--- src/rtl/dal_pkg.sv ---
package dal_pkg;
   typedef enum logic [1:0] {
      PICK_LOCAL   = 2'd0,
      PICK_MINIMAL = 2'd1,
      PICK_DETOUR  = 2'd2,
      PICK_ESCAPE  = 2'd3
   } pick_e;

   function automatic int idx_width(input int n);
      return (n > 1) ? $clog2(n) : 1;
   endfunction
endpackage

--- src/rtl/dal_dim_slice.sv ---
module dal_dim_slice #(
   parameter int RADIX = 4,
   parameter int CW    = 2
) (
   input  logic [CW-1:0]    here,
   input  logic [CW-1:0]    dest,
   input  logic [RADIX-1:0] busy,
   input  logic [RADIX-1:0] dead,
   output logic             offset,
   output logic             min_free,
   output logic             min_dead,
   output logic             alt_ok,
   output logic [CW-1:0]    alt_coord
);
   assign offset   = (here != dest);
   assign min_dead = dead[dest];
   assign min_free = offset && !busy[dest] && !dead[dest];

   always_comb begin
      alt_ok    = 1'b0;
      alt_coord = '0;
      for (int c = 0; c < RADIX; c++) begin
         if (!alt_ok && (CW'(c) != here) && (CW'(c) != dest) && !busy[c] && !dead[c]) begin
            alt_ok    = 1'b1;
            alt_coord = CW'(c);
         end
      end
   end
endmodule

--- src/rtl/dal_rr_pick.sv ---
module dal_rr_pick #(
   parameter int N  = 3,
   parameter int IW = 2
) (
   input  logic [N-1:0]  req,
   input  logic [IW-1:0] ptr,
   output logic          any,
   output logic [IW-1:0] idx
);
   always_comb begin
      any = 1'b0;
      idx = '0;
      for (int i = 0; i < N; i++) begin : g_scan
         logic [IW:0] j;
         j = {1'b0, ptr} + (IW+1)'(i);
         if (j >= (IW+1)'(N)) j = j - (IW+1)'(N);
         if (!any && req[j[IW-1:0]]) begin
            any = 1'b1;
            idx = j[IW-1:0];
         end
      end
   end
endmodule

--- src/rtl/dal_route_unit.sv ---
module dal_route_unit
   import dal_pkg::*;
#(
   parameter int NDIM  = 3,
   parameter int RADIX = 4,
   parameter int TERMS = 4,
   localparam int CW   = idx_width(RADIX),
   localparam int DW   = idx_width(NDIM),
   localparam int TW   = idx_width(TERMS)
) (
   input  logic                  clk,
   input  logic                  rst_n,
   input  logic                  head_valid,
   input  logic [NDIM*CW-1:0]    here_coord,
   input  logic [NDIM*CW-1:0]    dest_coord,
   input  logic [TW-1:0]         dest_term,
   input  logic [NDIM-1:0]       deroute_mask_in,
   input  logic                  escape_in,
   input  logic                  spare_used_in,
   input  logic [NDIM*RADIX-1:0] link_busy,
   input  logic [NDIM*RADIX-1:0] link_dead,
   output logic                  route_valid,
   output logic                  route_local,
   output logic [TW-1:0]         route_term,
   output logic [DW-1:0]         route_dim,
   output logic [CW-1:0]         route_coord,
   output logic                  route_escape,
   output logic [NDIM-1:0]       deroute_mask_out,
   output logic                  spare_used_out
);
   if (NDIM < 1) begin : g_bad_ndim
      $error("NDIM must be at least 1");
   end
   if (RADIX < 3) begin : g_bad_radix
      $error("RADIX must be at least 3 so a detour neighbour exists");
   end
   if (TERMS < 1) begin : g_bad_terms
      $error("TERMS must be at least 1");
   end

   logic [NDIM-1:0] off_v, minfree_v, mindead_v, altok_v;
   logic [CW-1:0]   alt_c [NDIM];

   for (genvar d = 0; d < NDIM; d++) begin : g_dim
      dal_dim_slice #(.RADIX(RADIX), .CW(CW)) u_slice (
         .here      (here_coord[d*CW +: CW]),
         .dest      (dest_coord[d*CW +: CW]),
         .busy      (link_busy[d*RADIX +: RADIX]),
         .dead      (link_dead[d*RADIX +: RADIX]),
         .offset    (off_v[d]),
         .min_free  (minfree_v[d]),
         .min_dead  (mindead_v[d]),
         .alt_ok    (altok_v[d]),
         .alt_coord (alt_c[d])
      );
   end

   logic [DW-1:0]   rr_q;
   logic [NDIM-1:0] der_req, spare_req, adapt_req;
   logic            min_any, adapt_any;
   logic [DW-1:0]   min_idx, adapt_idx, esc_idx;

   assign der_req   = off_v & deroute_mask_in & altok_v;
   assign spare_req = off_v & ~deroute_mask_in & mindead_v & altok_v
                    & {NDIM{$onehot(off_v) & ~spare_used_in}};
   assign adapt_req = der_req | spare_req;

   dal_rr_pick #(.N(NDIM), .IW(DW)) u_pick_min (
      .req(minfree_v), .ptr(rr_q), .any(min_any), .idx(min_idx)
   );
   dal_rr_pick #(.N(NDIM), .IW(DW)) u_pick_adapt (
      .req(adapt_req), .ptr(rr_q), .any(adapt_any), .idx(adapt_idx)
   );

   always_comb begin
      esc_idx = '0;
      for (int d = NDIM-1; d >= 0; d--) begin
         if (off_v[d]) esc_idx = DW'(d);
      end
   end

   pick_e           pick;
   logic [DW-1:0]   nx_dim;
   logic [CW-1:0]   nx_coord;
   logic [NDIM-1:0] nx_mask;
   logic            nx_spare;

   always_comb begin
      nx_mask  = deroute_mask_in;
      nx_spare = spare_used_in;
      nx_dim   = esc_idx;
      if (!(|off_v))          pick = PICK_LOCAL;
      else if (escape_in)     pick = PICK_ESCAPE;
      else if (min_any)       pick = PICK_MINIMAL;
      else if (adapt_any)     pick = PICK_DETOUR;
      else                    pick = PICK_ESCAPE;
      case (pick)
         PICK_MINIMAL: nx_dim = min_idx;
         PICK_DETOUR: begin
            nx_dim = adapt_idx;
            if (der_req[adapt_idx]) nx_mask[adapt_idx] = 1'b0;
            else                    nx_spare = 1'b1;
         end
         default: nx_dim = esc_idx;
      endcase
      nx_coord = (pick == PICK_DETOUR) ? alt_c[nx_dim] : dest_coord[nx_dim*CW +: CW];
   end

   always_ff @(posedge clk) begin
      if (!rst_n) begin
         rr_q             <= '0;
         route_valid      <= 1'b0;
         route_local      <= 1'b0;
         route_term       <= '0;
         route_dim        <= '0;
         route_coord      <= '0;
         route_escape     <= 1'b0;
         deroute_mask_out <= '0;
         spare_used_out   <= 1'b0;
      end else begin
         route_valid <= head_valid;
         if (head_valid) begin
            route_local      <= (pick == PICK_LOCAL);
            route_term       <= dest_term;
            route_dim        <= nx_dim;
            route_coord      <= nx_coord;
            route_escape     <= (pick == PICK_ESCAPE) || ((pick == PICK_LOCAL) && escape_in);
            deroute_mask_out <= nx_mask;
            spare_used_out   <= nx_spare;
            if (pick == PICK_MINIMAL || pick == PICK_DETOUR)
               rr_q <= (nx_dim == DW'(NDIM-1)) ? '0 : nx_dim + 1'b1;
         end
      end
   end
endmodule

--- config.mk ---
export PLATFORM = sky130hd
export DESIGN_NAME = dal_route_unit
export DESIGN_NICKNAME = d
export VERILOG_FILES = /design/src/rtl/dal_pkg.sv /design/src/rtl/dal_dim_slice.sv /design/src/rtl/dal_rr_pick.sv /design/src/rtl/dal_route_unit.sv
export SDC_FILE = /design/constraint.sdc
export NUM_CORES = 1
export LEC_CHECK = 0
export BUFFER_PORTS_ARGS = -buffer_cell sky130_fd_sc_hd__buf_2
export CORE_ASPECT_RATIO = 0.8
export CORE_MARGIN = 10
export CORE_UTILIZATION = 40
export DETAILED_ROUTE_END_ITERATION = 6
export PLACE_DENSITY = 0.78
export REMOVE_ABC_BUFFERS = 1
export SETUP_SLACK_MARGIN = 0.4
export SYNTH_ARGS = -nofsm -noshare
export SYNTH_HDL_FRONTEND = slang
export SYNTH_SLANG_ARGS = --single-unit
--- constraint.sdc ---
create_clock -name clk -period 7.4 [get_ports clk]
set_input_delay 0.74 -clock clk [delete_from_list [all_inputs] [get_ports clk]]
set_output_delay 0.74 -clock clk [all_outputs]
set_load 0.01 [all_outputs]
== Word-level counts from Yosys, hierarchy flattened ==
Index checks and enable logic that the tools add are counted.

* Register bits after elaboration: 15
* Word-level logic and storage cells: 261
* Input bits: 46

* Reduce and logical (&&, ||, !) cells: 111
* Muxes and demuxes: 81
* $add $sub $neg: 8
* Equality and inequality tests: 26
* Bitwise operators: 13
* Shifts and indexed selects: 1
* $lt $le $gt $ge: 12

{| class="wikitable"
|+ Operator list
! kind !! number
|-
| 1-bit logical AND || 57
|-
| 2-bit two-way mux || 25
|-
| 1-bit logical NOT || 43
|-
| 1-bit two-way mux || 38
|-
| 1-bit binary-select mux with 2-bit select || 13
|-
| 2-bit inequality test (first input constant) || 12
|-
| 3-bit bitwise AND || 7
|-
| 2-bit by 3-bit < comparator with 1-bit output (second input constant) || 7
|-
| 1-bit by 2-bit inequality test with 1-bit output (first input constant) || 6
|-
| 2-bit nonzero test || 6
|-
| 2-bit equality test (second input constant) || 3
|-
| 3-bit by 2-bit >= comparator with 1-bit output (second input constant) || 2
|-
| 3-bit two-way mux || 2
|-
| 2-bit inequality test || 3
|-
| 3-bit inverter || 2
|-
| 6-bit by 4-bit indexed part select with 2-bit output || 1
|-
| 2-bit subtractor (second input constant) || 3
|-
| 2-bit binary-select mux with 2-bit select || 1
|-
| 2-bit by 1-bit equality test with 1-bit output (second input constant) || 2
|-
| 2-bit case mux with 2 select lines || 1
|-
| 2-bit by 1-bit adder with 3-bit output (second input constant) || 1
|-
| 2-bit by 2-bit adder with 3-bit output (second input constant) || 1
|-
| 3-bit >= comparator (second input constant) || 1
|-
| 2-bit inverter with 3-bit output || 1
|-
| 13 further kinds || 14
|}

== Logic depth before layout (Yosys ltp) ==
Gate-level depths: netlist (run 1).

* Word-level depth: 46
* Mapped depth: 22
* Depth with buffers taken out: 20

== By module ==
A second synthesis (run 1) with hierarchy kept.

* Cell total of the unflattened synthesis: 254
* Area, all modules: 2119.5 µm²

{| class="wikitable"
|+ Modules (own cells, without submodules)
! module !! instances !! area each (µm²) !! cells an instance !! seq. area each (µm²)
|-
| dal_route_unit || 1 || 997.2 || 115 || 300.3
|-
| dal_dim_slice || 3 || 206.4 || 25 || 0.0
|-
| dal_rr_pick || 2 || 251.5 || 32 || 0.0
|}

== Worst setup path after synthesis (run 1) ==
No wires, ideal clock.

* Kind: in2reg
* Start: input port dest_coord[5]
* End: register route_coord[1]
* Library setup time: 0.128 ns
* Setup slack: 1.874 ns
* Stages: 20
* Buffers on the path: 2
* Arrival: 5.398 ns
* Cells stage by stage: clkbuf_1 xor2_1 nor2_1 fa_1 nor3b_1 a21oi_1 a211o_1 and2_1 maj3_1 a211oi_1 or2_2 ha_1 buf_1 nand2_1 or4b_1 o32a_1 o31ai_4 mux2_2 a21oi_1 o221ai_2

* Longest elaborated chain between the ends: 46
* Elaborated cells on any way between the ends: 96

{| class="wikitable"
|+ RTL lines
! what !! line !! RTL
|-
| start, declared || dal_route_unit.sv:15 || <nowiki>input logic [NDIM*CW-1:0] dest_coord,</nowiki>
|-
| 2-bit nonzero test || dal_dim_slice.sv:23 || <nowiki>if (!alt_ok && (CW'(c) != here) && (CW'(c) != dest) && !busy[c] && !dead[c]) begin</nowiki>
|-
| 1-bit logical AND (3 in a row) || dal_dim_slice.sv:23 ||
|-
| 1-bit two-way mux || dal_dim_slice.sv:23 ||
|-
| 1-bit logical NOT || dal_dim_slice.sv:23 ||
|-
| 1-bit logical AND (4 in a row) || dal_dim_slice.sv:23 ||
|-
| 1-bit two-way mux || dal_dim_slice.sv:23 ||
|-
| 1-bit logical NOT || dal_dim_slice.sv:23 ||
|-
| 1-bit logical AND (4 in a row) || dal_dim_slice.sv:23 ||
|-
| [... 21 more ...] || -- ||
|-
| 2-bit two-way mux || dal_route_unit.sv:93 || <nowiki>else if (escape_in) pick = PICK_ESCAPE;</nowiki>
|-
| 2-bit two-way mux || dal_route_unit.sv:92 || <nowiki>if (!(|off_v)) pick = PICK_LOCAL;</nowiki>
|-
| 2-bit equality test or 2-bit by 1-bit equality test with 1-bit output (tied branches) || dal_route_unit.sv:97, dal_route_unit.sv:106 ||
|-
| 2-bit case mux with 2 select lines || dal_route_unit.sv:97 || <nowiki>case (pick)</nowiki>
|-
| 2-bit inverter with 3-bit output (not written as such) || dal_route_unit.sv:106 || <nowiki>nx_coord = (pick == PICK_DETOUR) ? alt_c[nx_dim] : dest_coord[nx_dim*CW +: CW];</nowiki>
|-
| 2-bit binary-select mux with 2-bit select || dal_route_unit.sv:106 ||
|-
| 2-bit two-way mux (not written as such) (2 in a row) || dal_route_unit.sv:106 ||
|-
| 2-bit two-way mux (*) || dal_route_unit.sv:106 ||
|-
| end signal, assigned || dal_route_unit.sv:126 || <nowiki>route_coord <= nx_coord;</nowiki>
|-
| end, declared || dal_route_unit.sv:26 || <nowiki>output logic [CW-1:0] route_coord,</nowiki>
|}

Every way passes the cells marked *; elsewhere a longest branch is shown, timed or not. The select of a mux whose other input is x is not followed.
A chain may end at the register's enable or synchronous reset.

== Worst setup path in the final report (run 1) ==
Same ends and word-level chain as after synthesis.

==> results.cfg, run 1 <==
[status]
outcome = finished, final reports clean

[clock_network]
clk_pin_slew_worst_paths_ns = 0.06
htree_levels = 1
cts_tree = built
clock_latency_ns = 0.26
cts_resized = 0
cts_made_buffers = 3
clk_path_buf_depth = 2
post-cts-setup-buffers = 0
cts.hold.buffers_added = 0
clockRootBuffer = clkbuf_8
clock_sink_count = 15

[die]
dieArea_sq_um = 7230
ioPinCount = 59
die_h_um = 78.1
coreArea_sq_um = 4130
initial_core_util = 0.409
num_rows = 21
die_w_um = 92.6

[synthesis]
yosys.area.top_type = dfxtp_1
synth_flop_cell = dfxtp_1
synth_top_area_frac = 0.178
ys_ff_latch = 15
synth_common_cells = 24 x nand2_1, 21 x nor2_1, 17 x a21oi_1, 17 x inv_1, 15 x dfxtp_1
async_flop_share = 0
ys_seq_area_frac = 0.178
synth_area_per_cell_sq_um = 7.49
yosysMostFrequentCell = nand2_1
yosys_warnings = 0
syn-cell-area_sq_um = 1690
synth_cell_type_count = 53
synthCells = 225
synth_edf_count = 0
yosys-top-cells-area = dfxtp_1 18%, mux4_2 6.7%, nand2_1 5.3%

[critical_path]
worst_setup_path_end_kind = register
critPathTopFamily = simple AND/OR/NAND/NOR gates
critPathBufInv = 1
reg2reg_from = rr_q[0]
critPathLaunchType = input pin
cp.required_ns = 7.54
cp_slowest_stage_delay_ns = 0.47
crit_path_top_delay_cell = fa_1
path_cells = buf_2, xor2_1, nor2_1, fa_1, nor3b_1, a21oi_1, a211o_1, and2_1, maj3_1, a211oi_1, or2_2, ha_1, nand2_1, or4b_1, o32a_1, o31ai_4, mux2_4, a22oi_1, o221ai_2
critPathLaunch = dest_coord[5]
arrival_ns = 5.71
crit_fanout = 9
crit_type = in -> reg

[routing]
drt-initial-drc-count = 88
dr.pass1.iters = 4
via_per_inst = 5.47
wl_per_cell_um = 14.1
vias = 1817
postRouteAntennaNets = 0
drc = 0
wl_um = 4670

[sta]
worst_pin_slew_ns = 0.831
hold_viol = 0
fin_hold_ws_ns = 0.469
rsz0062_at_grt = no
clock-skew-final_ns = 0.00820
setup_viol = 0
timing.final.max_slew_violations = 0
layout_setup_ws_ns = 1.83
relSlewSlack = 0.439
min_period_ns = 5.57
max_freq_ghz = 0.180
post-route-period-util = 0.753
tns_ns = 0

[final_layout]
post-route-util = 0.494
final_area_sq_um = 2040
regArea_sq_um = 300
fillers = 408
antenna_cells = 0
fin_cells = 332
area_delta_synth_final_pct = 20.9
multi_input_area_sq_um = 1260
final_layout_size_suffix_gt1_frac = 0.276
nNetsFinal = 329

[place]
gp_routability_congestion = 0.915
numPortBuffers = 58
postPlaceCellArea_sq_um = 1990
dp_slack_ns = 1.59
post-place-cells = 328
dp_hpwl_um = 3920

[power]
sw_frac_of_total = 0.381
p_clk_frac = 0.227
comb_power_share = 0.469
ir_drop_mv = 0.0732
seq_power_share = 0.304
power.leakage_nw = 0.881
power.internal_uw = 184
totalPowerFinal_uw = 298
power_density_nw_per_um2 = 146
power_switching_uw = 114

[global_route]
overflow = 0
grt_pass1_vias = 1843
antenna_found_initial = 0
grt_max_degree = 26
grt_pass1_wl_um = 7910
grt.total_usage = 0.127

[worst_hold_path]
holdCritPathClass = reg -> reg
hp-start = deroute_mask_out[2]

[flow_run]
maxCapViolCount = 0
cells in the final DEF (no fill, tap or decap), types with 2 or more instances in the layout:
cell type   n
buf_2      58
nand2_1    24
nor2_1     21
inv_1      17
a21oi_1    17
dfxtp_1    15
o21ai_0    12
nand3_1     9
o221ai_1    9
ha_1        6
mux4_2      5
nor3_1      5
a211oi_1    5
nand2b_1    5
mux2i_1     5
xor2_1      4
and2_1      4
o211ai_1    3
mux2_2      3
a31oi_1     3
clkbuf_8    3
xnor2_1     2
or3_1       2
maj3_1      2
a21o_1      2
or2_2       2
a221oi_1    2
nor3b_1     2
nor2b_1     2
a22oi_1     2
nand3b_1    2
nand4_1     2
cells by family after synthesis:
| logic type | share of synthesized area |
|---|---|
| buffers and inverters | 0.0750 |
| muxes | 0.125 |
| DFF | 0.178 |
| adders and majority gates | 0.0683 |
| xor gates and xnor gates | 0.0312 |
| AOI/OAI and AO/OA | 0.275 |
| and+or+nand+nor | 0.247 |
metal layers:
layer	global-route usage	wire [um]	up-vias	part of all wire
li1	-	-	928	-
met1	0.159	2160	832	0.46
met2	0.215	2240	53	0.48
met3	0.0314	226	4	0.048
met4	0.0262	32	0	0.0069
met5	0	0	-	0
worst paths after layout:
path	endpoint	slack (ns)	cells past startpoint
worst min register to register	deroute_mask_out[2]	0.47	2
worst max-delay path	route_coord[1]	1.83	19
worst max register to register	route_coord[1]	3.34	16
worst min-delay path	deroute_mask_out[2]	0.47	2
registers in the layout (all words and copies together) (netlist names):
register and flops:
route_dim 2, route_term 2, route_coord 2, rr_q 2
route_valid 1, route_escape 1, spare_used_out 1, route_local 1
deroute_mask_out 3
power groups by stage:
stage               sequential (mW)  combinational, mW  clock [mW]
floorplan                    0.0948             0.0906           0
global placement             0.0921              0.136           0
detailed placement           0.0925              0.139           0
CTS                          0.0906              0.140      0.0689
global route                 0.0912              0.157      0.0735
finish                       0.0905              0.140      0.0677
cell type report:
cell class / count / share of cell area
multi-input cells: 179 / 0.618
flip-flops and latches: 15 / 0.147
repair buffers: 58 / 0.143
inverters: 19 / 0.0350
well taps: 57 / 0.0350
clock buffers: 4 / 0.0221
worst min-delay path: cells and delay by family, from the launching register on:
family	cells	cell delay (ns)
AOI/OAI and AO/OA	1	0.05
DFF	1	0.31
and+or+nand+nor	1	0.06
Note: power is estimated with default switching activity, not from simulation.
==> inputs of run 2 (changes only) <==
==> constraint.sdc (replaced) <==
create_clock -name clk -period 5.2 [get_ports clk]
set_input_delay 0.52 -clock clk [delete_from_list [all_inputs] [get_ports clk]]
set_output_delay 0.52 -clock clk [all_outputs]
set_load 0.01 [all_outputs]
==> run 2 against run 1 <==
Effect of this change:
- clock power is 37% higher
- design area is 9.6% higher
- register-to-register slack worse by 2.0 ns
- sequential share of layout area is 1.3 points lower
- count of clock-buffer cells in the layout is 1 lower
==> results.cfg, run 2 (synthesis gave the netlist of run 1 again) <==
[die]
die_w_um = 92.6
die_h_um = 78.1
dieArea_sq_um = 7230
num_rows = 21
initial_core_util = 0.409
coreArea_sq_um = 4130
ioPinCount = 59

[power]
p_clk_frac = 0.202
seq_power_share = 0.283
comb_power_share = 0.514
power.internal_uw = 284
power_density_nw_per_um2 = 205
totalPowerFinal_uw = 457
power_switching_uw = 173
sw_frac_of_total = 0.378
power.leakage_nw = 0.977
ir_drop_mv = 0.0867

[clock_network]
clockRootBuffer = clkbuf_8
cts_tree = built
cts.hold.buffers_added = 0
clk_path_buf_depth = 2
clock_latency_ns = 0.25
cts_made_buffers = 3
clock_sink_count = 15
clk_pin_slew_worst_paths_ns = 0.06
htree_levels = 1

[final_layout]
largest_reg_flops = 3
layout_common_cells = 57 x buf_2, 23 x nand2_1, 19 x nor2_1
top_register = deroute_mask_out
post-route-util = 0.541
area_delta_synth_final_pct = 32.5
fin_cells = 346
antenna_cells = 0
final_layout_size_suffix_gt1_frac = 0.370
nNetsFinal = 343
final_area_sq_um = 2230
final_common_cell = buf_2

[sta]
max_freq_ghz = 0.216
fin_hold_ws_ns = 0.469
relSlewSlack = 0.451
min_period_ns = 4.64
layout_setup_ws_ns = 0.563
timing.final.max_slew_violations = 0
setup_viol = 0
rsz0062_at_grt = no
post-route-period-util = 0.892
clock-skew-final_ns = 0.00248
worst_pin_slew_ns = 0.813
hold_viol = 0
tns_ns = 0

[routing]
wl_um = 5140
via_per_inst = 5.56
dr.pass1.iters = 4
wl_per_cell_um = 14.9
vias = 1924
drt-initial-drc-count = 147
postRouteAntennaNets = 0
drc = 0

[global_route]
grt_max_degree = 26
antenna_found_initial = 0
overflow = 0
grt_pass1_wl_um = 8760
grt_pass1_vias = 1959
grt.total_usage = 0.141

[status]
outcome = finished, final reports clean

[critical_path]
crit_path_top_delay_cell = or4b_1
arrival_ns = 4.77
worst_setup_path_end_kind = register
crit_fanout = 7
reg2reg_slack_ns = 1.39
cp.required_ns = 5.33
crit_type = in -> reg
path_cells = buf_4, xor2_2, nor2_2, fa_1, nor3b_2, a21oi_1, a211o_1, and2_4, maj3_1, a211oi_2, or2_4, ha_1, nand2_1, or4b_1, o32a_1, o31ai_4, mux2_4, a22oi_2, o221ai_2
cp_slowest_stage_delay_ns = 0.47
critPathLaunchType = input pin

[place]
gp_routability_congestion = 0.946
dp_hpwl_um = 4160
numPortBuffers = 58
postPlaceCellArea_sq_um = 2070
dp_slack_ns = 0.0481
post-place-cells = 338

[flow_run]
maxCapViolCount = 0

[worst_hold_path]
holdCritPathClass = reg -> reg
[run 2: cell types whose count changed in the layout (fill, tap and decap cells not counted), moves of 2 or more]
cell and delta:
nor2_2 +2, xnor2_1 -2, a22oi_1 -2, nor2_1 -2, buf_4 +14, a22oi_2 +2, xor2_1 -3, xor2_2 +3
xnor2_2 +2
[run 2: path summary, 6_finish.rpt]
check | start | end | cells past startpoint
setup / recovery | dest_coord[4] | route_coord[1] | 19
hold / removal | deroute_mask_out[0] | deroute_mask_out[0] | 2
setup reg to reg | rr_q[0] | route_coord[1] | 16
hold reg to reg | deroute_mask_out[0] | deroute_mask_out[0] | 2
[run 2: routing by layer]
layer | GRT usage | up-vias | wire, um
li1 | - | 957 | -
met1 | 0.172 | 898 | 2190
met2 | 0.241 | 63 | 2620
met3 | 0.0380 | 6 | 273
met4 | 0.0323 | 0 | 58
met5 | 0 | - | 0
[run 2: cell type report]
class / instances / area, sq um
fillers: 398 / 1890
multi-input cells: 179 / 1340
repair buffers: 72 / 402
flip-flops and latches: 15 / 300
inverters: 19 / 71.3
well taps: 57 / 71.3
clock buffers: 3 / 41.3
clock inverters: 1 / 5.00
[run 2: power by group through the flow]
stage / registers (mW) / logic, mW / clock network [mW]
global route: 0.130 / 0.263 / 0.0996
global placement: 0.131 / 0.205 / 0
floorplan: 0.135 / 0.129 / 0
finish: 0.129 / 0.235 / 0.0925
detailed placement: 0.132 / 0.209 / 0
CTS: 0.129 / 0.218 / 0.0940
[run 2: timing repair]
item,CTS,global route
endpoints found under the hold margin,0,0
pin swaps,0,9
setup endpoints to repair,1,2
resized for setup,3,18
buffers inserted,2,2
[run 2: worst max-delay path, delay by kind of cell]
family | cells | cell delay [ns]
AOI/OAI and AO/OA | 7 | 1.37
and+or+nand+nor | 6 | 1.25
adders and majority gates | 3 | 0.96
muxes | 1 | 0.34
xor gates and xnor gates | 1 | 0.19
buffers and inverters | 1 | 0.15
